$ cat config.mk
export PLATFORM = sky130hd
export DESIGN_NAME = frame_mem_arbiter
export DESIGN_NICKNAME = d
export VERILOG_FILES = /design/src/rtl/fma_pkg.sv /design/src/rtl/fma_grant.sv /design/src/rtl/fma_seq.sv /design/src/rtl/fma_hazard.sv /design/src/rtl/frame_mem_arbiter.sv
export SDC_FILE = /design/constraint.sdc
export NUM_CORES = 1
export LEC_CHECK = 0
export BUFFER_PORTS_ARGS = -buffer_cell sky130_fd_sc_hd__buf_2
export CAP_MARGIN = 20
export CORE_UTILIZATION = 54
export DETAILED_ROUTE_END_ITERATION = 7
export PLACE_DENSITY = 0.87
export SLEW_MARGIN = 20
export SYNTH_ARGS = -nofsm -noshare
export SYNTH_HDL_FRONTEND = slang
export SYNTH_SLANG_ARGS = --single-unit
export TNS_END_PERCENT = 1
$ cat constraint.sdc
create_clock -name clk -period 3 [get_ports clk]
set_input_delay 0.15 -clock clk [delete_from_list [all_inputs] [get_ports clk]]
set_output_delay 0.15 -clock clk [all_outputs]
set_load 0.02 [all_outputs]
$ cat src/rtl/fma_pkg.sv
package fma_pkg;
  parameter int SLOT_W = 6;
  parameter int FID_W  = 2;
  parameter int ACT_W  = 3;
  parameter int OFS_W  = 8;
  parameter int MODE_W = 3;
  parameter int STEP_W = 2;
  parameter int N_REQ  = 3;

  localparam int FRAME_AW = FID_W + SLOT_W;
  localparam int ADDR_W   = 1 + ((OFS_W > FRAME_AW) ? OFS_W : FRAME_AW);

  // grant vector bit positions, higher index wins
  localparam int G_FETCH = 0;
  localparam int G_MATCH = 1;
  localparam int G_OUT   = 2;

  typedef struct packed {
    logic [MODE_W-1:0] mode;
    logic              dyadic;
    logic              hit;
    logic              has_const;
    logic [ACT_W-1:0]  act;
    logic [FID_W-1:0]  fid;
    logic [SLOT_W-1:0] slot;
  } desc_t;

  function automatic logic [STEP_W-1:0] match_cost(input desc_t d);
    return STEP_W'(d.dyadic) + STEP_W'(d.has_const);
  endfunction

  function automatic logic [STEP_W-1:0] out_cost(input desc_t d);
    logic [STEP_W-1:0] c;
    if (d.dyadic && !d.hit) c = '0;
    else begin
      case (d.mode)
        MODE_W'(4), MODE_W'(5): c = '0;
        MODE_W'(3):             c = STEP_W'(2);
        default:                c = STEP_W'(1);
      endcase
    end
    return c;
  endfunction

  function automatic logic match_is_write(input desc_t d, input logic [STEP_W-1:0] step);
    return d.dyadic && !d.hit && (step == '0);
  endfunction

  function automatic logic out_is_write(input desc_t d);
    return (d.mode == MODE_W'(6)) || (d.mode == MODE_W'(7));
  endfunction

  function automatic logic [SLOT_W-1:0] step_slot(input logic [SLOT_W-1:0] s,
                                                  input logic [STEP_W-1:0] step);
    return s + SLOT_W'(step);
  endfunction

  function automatic logic [ADDR_W-1:0] frame_addr(input logic [FID_W-1:0] f,
                                                   input logic [SLOT_W-1:0] s);
    logic [ADDR_W-1:0] a;
    a = '0;
    a[ADDR_W-1] = 1'b1;
    a[FRAME_AW-1:0] = {f, s};
    return a;
  endfunction

  function automatic logic [ADDR_W-1:0] fetch_addr(input logic [OFS_W-1:0] o);
    logic [ADDR_W-1:0] a;
    a = '0;
    a[OFS_W-1:0] = o;
    return a;
  endfunction
endpackage

$ cat src/rtl/fma_grant.sv
module fma_grant
  import fma_pkg::*;
#(
  parameter int N = N_REQ
) (
  input  logic         clk,
  input  logic         rst_n,
  input  logic [N-1:0] req,
  output logic [N-1:0] gnt
);
  // a request is granted when no higher-index request is present
  logic [N-1:0] higher;

  generate
    for (genvar i = 0; i < N; i++) begin : g_pri
      if (i == N - 1) begin : g_top
        assign higher[i] = 1'b0;
      end else begin : g_low
        assign higher[i] = |req[N-1:i+1];
      end
      assign gnt[i] = req[i] & ~higher[i];
    end
  endgenerate

  p_grant_onehot_r1: assert property (@(posedge clk) disable iff (!rst_n)
    $onehot0(gnt));
  p_grant_needs_req_r1: assert property (@(posedge clk) disable iff (!rst_n)
    (gnt & ~req) == '0);
  p_some_grant_r2: assert property (@(posedge clk) disable iff (!rst_n)
    (|req) |-> (|gnt));
endmodule

$ cat src/rtl/fma_seq.sv
module fma_seq
  import fma_pkg::*;
#(
  parameter bit IS_OUT = 1'b0
) (
  input  logic              clk,
  input  logic              rst_n,
  input  logic              start,
  input  desc_t             desc_in,
  input  logic              gnt,
  output logic              busy,
  output logic              req,
  output logic              we,
  output logic              done,
  output logic [ACT_W-1:0]  act_q,
  output logic [FID_W-1:0]  fid_q,
  output logic [SLOT_W-1:0] slot_q,
  output logic [SLOT_W-1:0] acc_slot
);
  desc_t             desc_q;
  logic [STEP_W-1:0] step_q;
  logic [STEP_W-1:0] cost;
  logic              last_grant;
  logic              no_work;

  generate
    if (IS_OUT) begin : g_out
      assign cost = out_cost(desc_q);
      assign we   = out_is_write(desc_q);
    end else begin : g_match
      assign cost = match_cost(desc_q);
      assign we   = match_is_write(desc_q, step_q);
    end
  endgenerate

  assign no_work    = (step_q == cost);
  assign req        = busy && !no_work;
  assign last_grant = req && gnt && (step_q + STEP_W'(1) == cost);
  assign done       = busy && (no_work || last_grant);

  assign act_q    = desc_q.act;
  assign fid_q    = desc_q.fid;
  assign slot_q   = desc_q.slot;
  assign acc_slot = step_slot(desc_q.slot, step_q);

  always_ff @(posedge clk) begin
    if (!rst_n) begin
      busy   <= 1'b0;
      step_q <= '0;
      desc_q <= '0;
    end else if (!busy) begin
      if (start) begin
        busy   <= 1'b1;
        step_q <= '0;
        desc_q <= desc_in;
      end
    end else if (done) begin
      busy   <= 1'b0;
      step_q <= '0;
    end else if (gnt) begin
      step_q <= step_q + STEP_W'(1);
    end
  end

  p_start_when_idle_r9: assert property (@(posedge clk) disable iff (!rst_n)
    start |-> !busy);
  p_stall_holds_r8: assert property (@(posedge clk) disable iff (!rst_n)
    (req && !gnt) |=> (req && $stable(step_q) && $stable(desc_q)));
  p_done_ends_busy_r9: assert property (@(posedge clk) disable iff (!rst_n)
    done |=> !busy);
  p_step_bounded_r3: assert property (@(posedge clk) disable iff (!rst_n)
    busy |-> (step_q <= cost));
  p_start_no_req_r9: assert property (@(posedge clk) disable iff (!rst_n)
    (start && !busy) |-> !req);
endmodule

$ cat src/rtl/fma_hazard.sv
module fma_hazard
  import fma_pkg::*;
#(
  parameter int N_STG = 3
) (
  input  logic                          clk,
  input  logic                          rst_n,
  input  logic                          in_valid,
  input  logic [ACT_W-1:0]              in_act,
  input  logic [SLOT_W-1:0]             in_slot,
  input  logic [N_STG-1:0]              stg_valid,
  input  logic [N_STG-1:0][ACT_W-1:0]   stg_act,
  input  logic [N_STG-1:0][SLOT_W-1:0]  stg_slot,
  output logic [N_STG-1:0]              haz
);
  generate
    for (genvar i = 0; i < N_STG; i++) begin : g_cmp
      assign haz[i] = in_valid && stg_valid[i] &&
                      (stg_act[i] == in_act) && (stg_slot[i] == in_slot);
    end
  endgenerate

  p_haz_needs_token_r10: assert property (@(posedge clk) disable iff (!rst_n)
    (|haz) |-> in_valid);
  p_haz_needs_stage_r10: assert property (@(posedge clk) disable iff (!rst_n)
    (haz & ~stg_valid) == '0);
endmodule

$ cat src/rtl/frame_mem_arbiter.sv
module frame_mem_arbiter
  import fma_pkg::*;
(
  input  logic              clk,
  input  logic              rst_n,
  input  logic              fetch_req,
  input  logic [OFS_W-1:0]  fetch_ofs,
  input  logic              m_start,
  input  logic              m_dyadic,
  input  logic              m_hit,
  input  logic              m_const,
  input  logic [ACT_W-1:0]  m_act,
  input  logic [FID_W-1:0]  m_fid,
  input  logic [SLOT_W-1:0] m_slot,
  input  logic              o_start,
  input  logic [MODE_W-1:0] o_mode,
  input  logic              o_dyadic,
  input  logic              o_hit,
  input  logic [ACT_W-1:0]  o_act,
  input  logic [FID_W-1:0]  o_fid,
  input  logic [SLOT_W-1:0] o_slot,
  input  logic              ex_valid,
  input  logic [ACT_W-1:0]  ex_act,
  input  logic [SLOT_W-1:0] ex_slot,
  input  logic              in_valid,
  input  logic [ACT_W-1:0]  in_act,
  input  logic [SLOT_W-1:0] in_slot,
  output logic              mem_en,
  output logic              mem_we,
  output logic [ADDR_W-1:0] mem_addr,
  output logic [N_REQ-1:0]  mem_gnt,
  output logic              f_stall,
  output logic              m_stall,
  output logic              m_done,
  output logic              o_done,
  output logic [2:0]        raw_haz
);
  desc_t m_desc_in, o_desc_in;

  always_comb begin
    m_desc_in           = '0;
    m_desc_in.dyadic    = m_dyadic;
    m_desc_in.hit       = m_hit;
    m_desc_in.has_const = m_const;
    m_desc_in.act       = m_act;
    m_desc_in.fid       = m_fid;
    m_desc_in.slot      = m_slot;
    o_desc_in           = '0;
    o_desc_in.mode      = o_mode;
    o_desc_in.dyadic    = o_dyadic;
    o_desc_in.hit       = o_hit;
    o_desc_in.act       = o_act;
    o_desc_in.fid       = o_fid;
    o_desc_in.slot      = o_slot;
  end

  // named internal events
  logic              m_busy, m_req, m_we;
  logic              o_busy, o_req, o_we;
  logic [ACT_W-1:0]  m_act_q, o_act_q;
  logic [FID_W-1:0]  m_fid_q, o_fid_q;
  logic [SLOT_W-1:0] m_slot_q, o_slot_q, m_acc_slot, o_acc_slot;
  logic [N_REQ-1:0]  req_vec;

  fma_seq #(.IS_OUT(1'b0)) u_match (
    .clk(clk), .rst_n(rst_n), .start(m_start), .desc_in(m_desc_in),
    .gnt(mem_gnt[G_MATCH]), .busy(m_busy), .req(m_req), .we(m_we),
    .done(m_done), .act_q(m_act_q), .fid_q(m_fid_q), .slot_q(m_slot_q),
    .acc_slot(m_acc_slot)
  );

  fma_seq #(.IS_OUT(1'b1)) u_out (
    .clk(clk), .rst_n(rst_n), .start(o_start), .desc_in(o_desc_in),
    .gnt(mem_gnt[G_OUT]), .busy(o_busy), .req(o_req), .we(o_we),
    .done(o_done), .act_q(o_act_q), .fid_q(o_fid_q), .slot_q(o_slot_q),
    .acc_slot(o_acc_slot)
  );

  always_comb begin
    req_vec          = '0;
    req_vec[G_FETCH] = fetch_req;
    req_vec[G_MATCH] = m_req;
    req_vec[G_OUT]   = o_req;
  end

  fma_grant #(.N(N_REQ)) u_grant (
    .clk(clk), .rst_n(rst_n), .req(req_vec), .gnt(mem_gnt)
  );

  fma_hazard #(.N_STG(3)) u_haz (
    .clk(clk), .rst_n(rst_n), .in_valid(in_valid), .in_act(in_act), .in_slot(in_slot),
    .stg_valid({o_busy, ex_valid, m_busy}),
    .stg_act({o_act_q, ex_act, m_act_q}),
    .stg_slot({o_slot_q, ex_slot, m_slot_q}),
    .haz(raw_haz)
  );

  assign mem_en  = |mem_gnt;
  assign m_stall = m_req && !mem_gnt[G_MATCH];
  assign f_stall = fetch_req && !mem_gnt[G_FETCH];

  always_comb begin
    mem_we   = 1'b0;
    mem_addr = '0;
    if (mem_gnt[G_OUT]) begin
      mem_we   = o_we;
      mem_addr = frame_addr(o_fid_q, o_acc_slot);
    end else if (mem_gnt[G_MATCH]) begin
      mem_we   = m_we;
      mem_addr = frame_addr(m_fid_q, m_acc_slot);
    end else if (mem_gnt[G_FETCH]) begin
      mem_addr = fetch_addr(fetch_ofs);
    end
  end

  p_no_en_without_req_r1: assert property (@(posedge clk) disable iff (!rst_n)
    !(fetch_req || m_req || o_req) |-> !mem_en);
  p_out_never_stalls_r2: assert property (@(posedge clk) disable iff (!rst_n)
    o_req |-> (mem_en && mem_addr[ADDR_W-1] && mem_gnt[G_OUT]));
  p_fetch_region_r7: assert property (@(posedge clk) disable iff (!rst_n)
    mem_gnt[G_FETCH] |-> (!mem_addr[ADDR_W-1] && !mem_we));
  p_frame_region_r7: assert property (@(posedge clk) disable iff (!rst_n)
    (mem_gnt[G_MATCH] || mem_gnt[G_OUT]) |-> mem_addr[ADDR_W-1]);
  p_we_needs_en_r4: assert property (@(posedge clk) disable iff (!rst_n)
    mem_we |-> mem_en);
  p_stall_then_grant_r2: assert property (@(posedge clk) disable iff (!rst_n)
    (m_stall && !o_start) |=> (o_req || mem_gnt[G_MATCH]));
endmodule

==> run_results.csv, run 1 <==
group,metric,value,unit
yosys,synth.avg_cell_area,7.71,sq um
placed_design,place_congestion,0.838,
floorplanning,die_h,67.7,um
timing,fmax,398,MHz
finish,final_cell_mix,"83 x buf_2, 74 x nand2_1, 36 x dfxtp_1",
clocking,cts_buffers,5,
setup_path,slowest_delay,390,ps
floorplanning,die_area,4580,sq um
clocking,cts_tree,"yes",
setup_path,timing.rr.start,"u_out.desc_q[16]",
route,drt_iter0_markers,63,
finish,num-fill-cells,328,
power_and_ir_drop,peakVddDrop,293,uV
setup_path,cp-startpoint,"u_out.desc_q[16]",
floorplanning,ios,84,
finish,fin_nets,448,
setup_path,critPathLaunchType,"flop",
min_path,hold_class,"input port to flop",
yosys,synth_edf_count,0,
finish,areaGrowthSynthToFinish,22.1,%
finish,antenna_cells,0,
yosys,ys_types,40,
yosys,syn-cell-area,2330,sq um
clocking,path_clk_slew,70,ps
global_routing,track_usage,26.5,%
power_and_ir_drop,leakage,0.00121,uW
timing,setup_violations,0,
clocking,cts_root_buf,"clkbuf_8",
clocking,cts_setup_buffers,0,
placed_design,port_buffers,83,
route,routed_wl,5.50,mm
run_status,outcome,"finished clean",
yosys,ys_seq_area_share,31.0,%
timing,min_period_over_period,83.7,%
finish,drive_above_1_share,26.2,%
yosys,ys_async_sr_fraction,0,%
clocking,htree_levels,2,
min_path,min_from,"m_act[0]",
route,drc,0,
timing,layout_setup_ws,490,ps
setup_path,worstSetupPathType,"flop to output pin",
timing,fin_worst_skew,2.08,ps
global_routing,grt_first_pass_wirelength,8.85,mm
setup_path,required,2850,ps
timing,slew_headroom,41.1,%
finish,final_util,70.0,%
setup_path,crit_chain,"and3b_1 > and3_4 > o41ai_4 > buf_4 > inv_2 > nor4_1 > a31o_2 > buf_2",
global_routing,grt_max_degree,38,
setup_path,cp_top_family,"simple AND/OR/NAND/NOR gates",
yosys,syn_nets,373,
timing,grt_setup_unrepaired,"no",
timing,final-max-slew-violation-count,0,
timing,tightest_slew,882,ps
yosys,ys.flop_type,"dfxtp_1",
placed_design,dp_worst_setup_slack,805,ps
finish,seq_area,721,sq um
setup_path,critical_path_peak_fanout,22,
timing,final.min_clock_period,2510,ps
clocking,cts_num_sinks,36,
route,drt_pass1_iterations,4,
clocking,cts_buffer_depth,2,
timing,finalHoldViolCount,0,
floorplanning,rows,23,
placed_design,dp_hpwl,4.28,mm
finish,layout_commonest_cell,"buf_2",
route,vias,2210,
power_and_ir_drop,p_per_area,405,nW/um^2
yosys,syn_inst,302,
setup_path,critPathSlowestCell,"dfxtp_1",
yosys,yosys-top-cells-area,"dfxtp_1 31%, xnor2_1 12%, nand2_1 12%",
clocking,cts_resized,0,
floorplanning,placeableCoreArea,4060,sq um
finish,multi_input_area,1490,sq um
route,routed_via_density,5.16,
global_routing,grt_pass1_vias,2038,
clocking,postCtsHoldBufs,0,
setup_path,worst_setup_path_end_kind,"output pin",
global_routing,antenna_found_initial,0,
clocking,clock_latency,290,ps
yosys,synth_warnings,0,
yosys,synth-seq-cells,36,
yosys,yosysTopAreaCell,"dfxtp_1",
yosys,synth_top_area_share,31.0,%
job,max-cap-violations,0,
floorplanning,start_util,57.4,%
route,detail-route-antenna-nets,0,
timing,finalSetupTns,0,ps
route,wl_per_cell,12.9,um
floorplanning,die_x,67.7,um
setup_path,critical_path_arrival,2360,ps
setup_path,critPathBufInv,3,
global_routing,overflow,0,
==> synthesized netlist by cell type, types with 6 or more instances <==
cell,n
a21boi_0,31
a31oi_1,8
clkbuf_1,14
dfxtp_1,36
ha_1,6
inv_1,9
nand2_1,74
nand3_1,10
nand4_1,7
nor2_1,18
xnor2_1,32
xor2_1,7
==> worst register-to-register path: stages, from the launching register on <==
cell	delay [ps]
dfxtp_1	390
and3b_1	210
and3_4	190
o41ai_4	310
buf_4	280
inv_2	110
nor4b_2	340
mux2_2	200
==> area by class of cell <==
class,count,area share [%]
Tap cell,50,2.20
Clock buffer,8,3.17
Timing Repair Buffer,86,15.4
Sequential cell,36,25.4
Multi-Input combinational cell,238,52.5
Inverter,10,1.32
==> final timing paths <==
| check | end | slack, ps | depth (start not counted) |
|---|---|---|---|
| worst max-delay path | mem_we | 490 | 8 |
| worst min-delay path | u_match.act_q[0] | 110 | 3 |
| worst max register to register | u_match.step_q[0] | 900 | 7 |
| worst min register to register | u_out.fid_q[1] | 480 | 2 |
==> kinds of logic after synthesis <==
| logic type | Yosys count | synth area share, % |
|---|---|---|
| and+or+nand+nor | 131 | 25.5 |
| AOI/OAI and AO/OA | 59 | 18.5 |
| xor gates and xnor gates | 39 | 14.7 |
| DFF | 36 | 31.0 |
| buffers and inverters | 28 | 4.89 |
| adders and majority gates | 8 | 4.95 |
| muxes | 1 | 0.484 |
==> power breakdown <==
part | total (uW) | internal [uW] | leakage [uW] | switching (uW)
Sequential | 533 | 504 | 0.000295 | 29.1
Combinational | 262 | 118 | 0.000873 | 143
Clock | 355 | 187 | 0.0000455 | 167
==> through the flow <==
stage / hold WS (ps) / cells / cell area, sq um / power (uW)
floorplan: 295 / 302 / 2330 / 708
global placement: 404 / 420 / 2750 / 800
detailed placement: 409 / 420 / 2750 / 806
CTS: 104 / 428 / 2840 / 1160
global route: 114 / 428 / 2840 / 1220
finish: 107 / 428 / 2840 / 1150
==> flip-flops by register name, summed over array words and instances (netlist names), 3 cells and up <==
name,flops
u_match.act_q,3
u_match.desc_q,3
u_match.slot_q,6
u_out.act_q,3
u_out.desc_q,5
u_out.slot_q,6
==> routing by layer <==
metal  global-route usage [%]  wire, um
met1                     30.7      2440
met3                     5.91       280
met5                        0         0
met4                     7.98        60
met2                     48.0      2730
Note: power is estimated with default switching activity, not from simulation.
==> run 2: changes to the inputs <==
--- a/config.mk
+++ b/config.mk
@@ -7,9 +7,9 @@
 export LEC_CHECK = 0
 export BUFFER_PORTS_ARGS = -buffer_cell sky130_fd_sc_hd__buf_2
 export CAP_MARGIN = 20
-export CORE_UTILIZATION = 54
+export CORE_UTILIZATION = 45
 export DETAILED_ROUTE_END_ITERATION = 7
-export PLACE_DENSITY = 0.87
+export PLACE_DENSITY = 0.77
 export SLEW_MARGIN = 20
 export SYNTH_ARGS = -nofsm -noshare
 export SYNTH_HDL_FRONTEND = slang
==> constraint.sdc (replaced) <==
create_clock -name clk -period 2.1 [get_ports clk]
set_input_delay 0.105 -clock clk [delete_from_list [all_inputs] [get_ports clk]]
set_output_delay 0.105 -clock clk [all_outputs]
set_load 0.02 [all_outputs]
==> run_results.csv, run 2 (synthesized netlist as in run 1, its figures left out) <==
group,metric,value,unit
run_status,outcome,"complete, but fails checks",
run_status,violations,"negative setup slack",
setup_path,reg2reg_setup_slack,50,ps
power_and_ir_drop,peakVddDrop,426,uV
power_and_ir_drop,p_per_area,598,nW/um^2
route,drt_pass1_iterations,4,
placed_design,place_congestion,0.813,
floorplanning,die_h,73.9,um
route,routed_via_density,5.28,
setup_path,cp_top_family,"compound AO/OA/AOI/OAI gates",
min_path,hold_class,"input port to flop",
timing,fin_worst_skew,2.87,ps
global_routing,grt_pass1_vias,2290,
timing,layout_setup_ws,-127,ps
clocking,cts_tree,"yes",
timing,min_period_over_period,106,%
timing,slew_headroom,61.9,%
global_routing,overflow,0,
route,routed_wl,6.46,mm
placed_design,port_buffers,83,
placed_design,dp_hpwl,4.65,mm
route,drt_iter0_markers,101,
job,max-cap-violations,0,
route,drc,0,
setup_path,worst_setup_path_end_kind,"output pin",
global_routing,grtUsageMet1,31.3,%
global_routing,antenna_found_initial,0,
setup_path,critical_path_arrival,2120,ps
setup_path,crit_chain,"nand3b_1 > and4_4 > o41ai_4 > buf_2 > o21ai_0 > o21ai_0 > buf_2",
finish,final_cell_mix,"74 x nand2_1, 73 x buf_2, 32 x xnor2_1",
route,wl_per_cell,14.3,um
route,vias,2394,
finish,layout_commonest_cell,"nand2_1",
setup_path,reg2reg_depth,7,
global_routing,met2_usage,41.8,%
global_routing,grt_first_pass_wirelength,10.3,mm
setup_path,critPathSlowestCell,"o41ai_4",
floorplanning,rows,25,
floorplanning,ios,84,
placed_design,dp_worst_setup_slack,113,ps
finish,drive_above_1_share,34.5,%
clocking,cts_buffer_depth,2,
setup_path,worstSetupPathType,"flop to output pin",
global_routing,grt-busiest-layer,"met2",
setup_path,slowest_delay,450,ps
timing,tightest_slew,571,ps
finish,postLayoutCellArea,3140,sq um
finish,fin_nets,456,
setup_path,critical_path_peak_fanout,5,
finish,antenna_cells,0,
power_and_ir_drop,leakage,0.00130,uW
placed_design,place_area,2790,sq um
route,detail-route-antenna-nets,0,
global_routing,track_usage,25.2,%
min_path,hold_path_depth,3,
finish,areaGrowthSynthToFinish,35.0,%
global_routing,use_met3,6.31,%
timing,fmax,449,MHz
power_and_ir_drop,total_power,1880,uW
finish,num-fill-cells,402,
timing,final-max-slew-violation-count,0,
timing,final.min_clock_period,2230,ps
timing,setup_violations,15,
global_routing,grt_max_degree,38,
clocking,cts_num_sinks,36,
clocking,htree_levels,2,
setup_path,required,2000,ps
clocking,cts_root_buf,"clkbuf_8",
timing,grt_setup_unrepaired,"yes",
floorplanning,placeableCoreArea,4850,sq um
floorplanning,die_x,73.9,um
clocking,cts_buffers,5,
floorplanning,start_util,48.0,%
clocking,path_clk_slew,70,ps
setup_path,critPathLaunchType,"flop",
setup_path,crit_cells,7,
setup_path,critPathBufInv,2,
floorplanning,die_area,5460,sq um
clocking,postCtsHoldBufs,0,
clocking,clock_latency,290,ps
timing,finalHoldViolCount,0,
run 2: power breakdown:
| part | internal (uW) | leakage, uW | switching (uW) |
|---|---|---|---|
| Clock | 419 | 0.0000645 | 253 |
| Combinational | 212 | 0.000941 | 231 |
| Sequential | 719 | 0.000299 | 45.9 |
| Total | 1350 | 0.00130 | 530 |
run 2: worst register-to-register path: cells and delay by family, from the launching register on:
family	cells	cell delay, ps
compound gates	1	450
flops	1	360
simple gates	3	690
buf+inv	2	280
mux	1	210
run 2: metrics by stage:
| stage | hold WS, ps | setup TNS [ps] | std cells | utilization [%] |
|---|---|---|---|---|
| CTS | 50.1 | -724 | 453 | 63.8 |
| finish | 54.9 | -1150 | 453 | 64.8 |
| floorplan | 250 | 0 | 302 | - |
| global placement | 358 | 0 | 439 | 57.5 |
| detailed placement | 364 | 0 | 439 | 57.5 |
| global route | 61.6 | -2430 | 453 | 64.8 |
run 2: metal layers:
layer | wire length, um | up-vias
met4 | 134 | 0
met2 | 3090 | 106
met3 | 497 | 14
met5 | 0 | -
li1 | - | 1177
met1 | 2750 | 1097
run 2: final cells by class:
cell class | instances | area, sq um | area share [%]
sequential | 36 | 736 | 23.4
clock inverter | 1 | 30.0 | 0.956
timing repair buffer | 94 | 561 | 17.8
inverter | 10 | 37.5 | 1.19
tap | 67 | 83.8 | 2.67
multi-input combinational | 238 | 1600 | 50.9
clock buffer | 7 | 96.3 | 3.07
run 2: timing repair:
item,in CTS,in global routing
gates cloned,2,0
pin swaps,7,1
gates resized for setup,38,15
setup buffers,4,0
setup endpoints to repair,11,18
run 2: path summary, 6_finish.rpt:
path / from / to
max: u_out.desc_q[16] / mem_addr[1]
min: o_mode[1] / u_out.desc_q[15]
max reg2reg: u_out.desc_q[16] / u_match.step_q[0]
min reg2reg: u_out.desc_q[12] / u_out.desc_q[12]
==> run 3: changes to the inputs <==
--- a/config.mk
+++ b/config.mk
@@ -5,11 +5,11 @@
 export SDC_FILE = /design/constraint.sdc
 export NUM_CORES = 1
 export LEC_CHECK = 0
-export BUFFER_PORTS_ARGS = -buffer_cell sky130_fd_sc_hd__buf_2
 export CAP_MARGIN = 20
-export CORE_UTILIZATION = 45
+export CORE_UTILIZATION = 57
 export DETAILED_ROUTE_END_ITERATION = 7
-export PLACE_DENSITY = 0.77
+export DONT_BUFFER_PORTS = 1
+export PLACE_DENSITY = 0.76
 export SLEW_MARGIN = 20
 export SYNTH_ARGS = -nofsm -noshare
 export SYNTH_HDL_FRONTEND = slang
==> run_results.csv, run 3 (synthesized netlist as in run 1, its figures left out) <==
group,metric,value,unit
run_status,outcome,"complete, but fails checks",
run_status,violations,"negative setup slack",
floorplanning,die_h,65.9,um
route,vias,2251,
clocking,cts_tree,"yes",
setup_path,critical_path_arrival,2060,ps
global_routing,grt_pass1_vias,2159,
route,drt_pass1_iterations,4,
power_and_ir_drop,leakage,0.00113,uW
route,routed_via_density,5.67,
setup_path,critPathLaunchType,"flop",
timing,tightest_slew,671,ps
finish,drive_above_1_share,15.8,%
floorplanning,placeableCoreArea,3800,sq um
timing,layout_setup_ws,-65.2,ps
setup_path,critical_path_peak_fanout,5,
finish,postLayoutCellArea,2990,sq um
timing,min_period_over_period,103,%
clocking,cts_buffers,5,
timing,final-max-slew-violation-count,0,
floorplanning,start_util,61.3,%
setup_path,worstSetupPathType,"flop to output pin",
floorplanning,die_x,65.9,um
global_routing,track_usage,30.8,%
placed_design,place_congestion,0.849,
setup_path,cp-startpoint,"u_out.desc_q[15]",
global_routing,overflow,0,
timing,finalSetupTns,-448,ps
finish,areaGrowthSynthToFinish,28.4,%
timing,setup_violations,13,
finish,layout_commonest_cell,"nand2_1",
min_path,min_from,"o_start",
route,wl_per_cell,15.8,um
timing,fin_worst_skew,5.71,ps
route,detail-route-antenna-nets,0,
min_path,hold_class,"input port to flop",
timing,finalHoldViolCount,0,
finish,final_cell_mix,"74 x nand2_1, 32 x xnor2_1, 32 x dfxtp_1",
power_and_ir_drop,p_per_area,561,nW/um^2
global_routing,grt_first_pass_wirelength,10.0,mm
floorplanning,rows,22,
placed_design,port_buffers,0,
timing,hold_slack,35.8,ps
finish,final_util,78.7,%
route,drt_iter0_markers,187,
global_routing,grt_max_degree,36,
setup_path,required,2000,ps
finish,antenna_cells,0,
timing,grt_setup_unrepaired,"yes",
placed_design,dp_hpwl,4.19,mm
power_and_ir_drop,peakVddDrop,427,uV
global_routing,antenna_found_initial,0,
floorplanning,ios,84,
route,routed_wl,6.26,mm
route,drc,0,
floorplanning,die_area,4340,sq um
timing,final.min_clock_period,2170,ps
job,max-cap-violations,0,
clocking,htree_levels,2,
setup_path,worst_setup_path_end_kind,"output pin",
clocking,clock_latency,290,ps
clocking,cts_buffer_depth,2,
clocking,cts_num_sinks,36,
clocking,path_clk_slew,70,ps
placed_design,place_area,2450,sq um
clocking,cts_root_buf,"clkbuf_8",
timing,slew_headroom,55.0,%
setup_path,timing.rr.start,"u_out.desc_q[15]",
power_and_ir_drop,total_power,1680,uW
timing,fmax,462,MHz
finish,fin_nets,419,
[run 3: cell count changes in the layout (fill, tap and decap cells not counted), moves of 2 or more]
cell / before / now
a31oi_1: 5 / 8
a31oi_2: 3 / 0
buf_2: 73 / 2
buf_4: 12 / 22
buf_6: 8 / 3
clkbuf_1: 0 / 2
dfxtp_1: 30 / 32
dlygate4sd3_1: 0 / 30
nor2_1: 14 / 18
nor2_2: 4 / 0
[run 3: path summary, 6_finish.rpt]
kind,end,slack [ps],depth (start not counted)
worst max-delay path,mem_we,-70,6
worst min-delay path,u_out.step_q[0],40,2
worst max register to register,u_match.step_q[0],70,7
worst min register to register,u_out.desc_q[12],470,2
[run 3: final cells by class]
cell class / instances / area [sq um]
inverter: 10 / 37.5
fill: 281 / 810
tap: 48 / 60.1
sequential: 36 / 731
timing repair buffer: 57 / 509
clock buffer: 8 / 90.1
multi-input combinational: 238 / 1560
[run 3: repair_timing]
action | in CTS | in global routing
endpoints found under the setup margin | 10 | 19
hold endpoints to repair | 34 | 0
hold buffers | 31 | 0
pin swaps | 4 | 2
gates resized for setup | 19 | 10
setup buffers | 3 | 1
gates cloned | 2 | 1
[run 3: power by group]
part           internal (uW)  switching (uW)  total [uW]
clock network            268             240         507
logic                    205             200         405
registers                719            44.6         764
[run 3: through the flow]
step                setup WS [ps]  std cells
floorplan                    34.3        302
global route                 -175        397
CTS                         -18.0        395
finish                      -65.2        397
global placement              176        351
detailed placement            123        351
[run 3: metal layers]
metal | wire [um] | track usage [%] | vias to the layer above
li1 | - | - | 1105
met1 | 2590 | 38.0 | 1028
met2 | 3030 | 52.8 | 109
met3 | 571 | 8.97 | 9
met4 | 66 | 5.98 | 0
met5 | 0 | 0 | -
[run 3: critical path, stage by stage (launching register included)]
cell and delay (ps):
dfxtp_2 350, nand2b_1 170, and4_4 210, o41ai_4 460
inv_2 130, buf_4 180, a31o_4 270
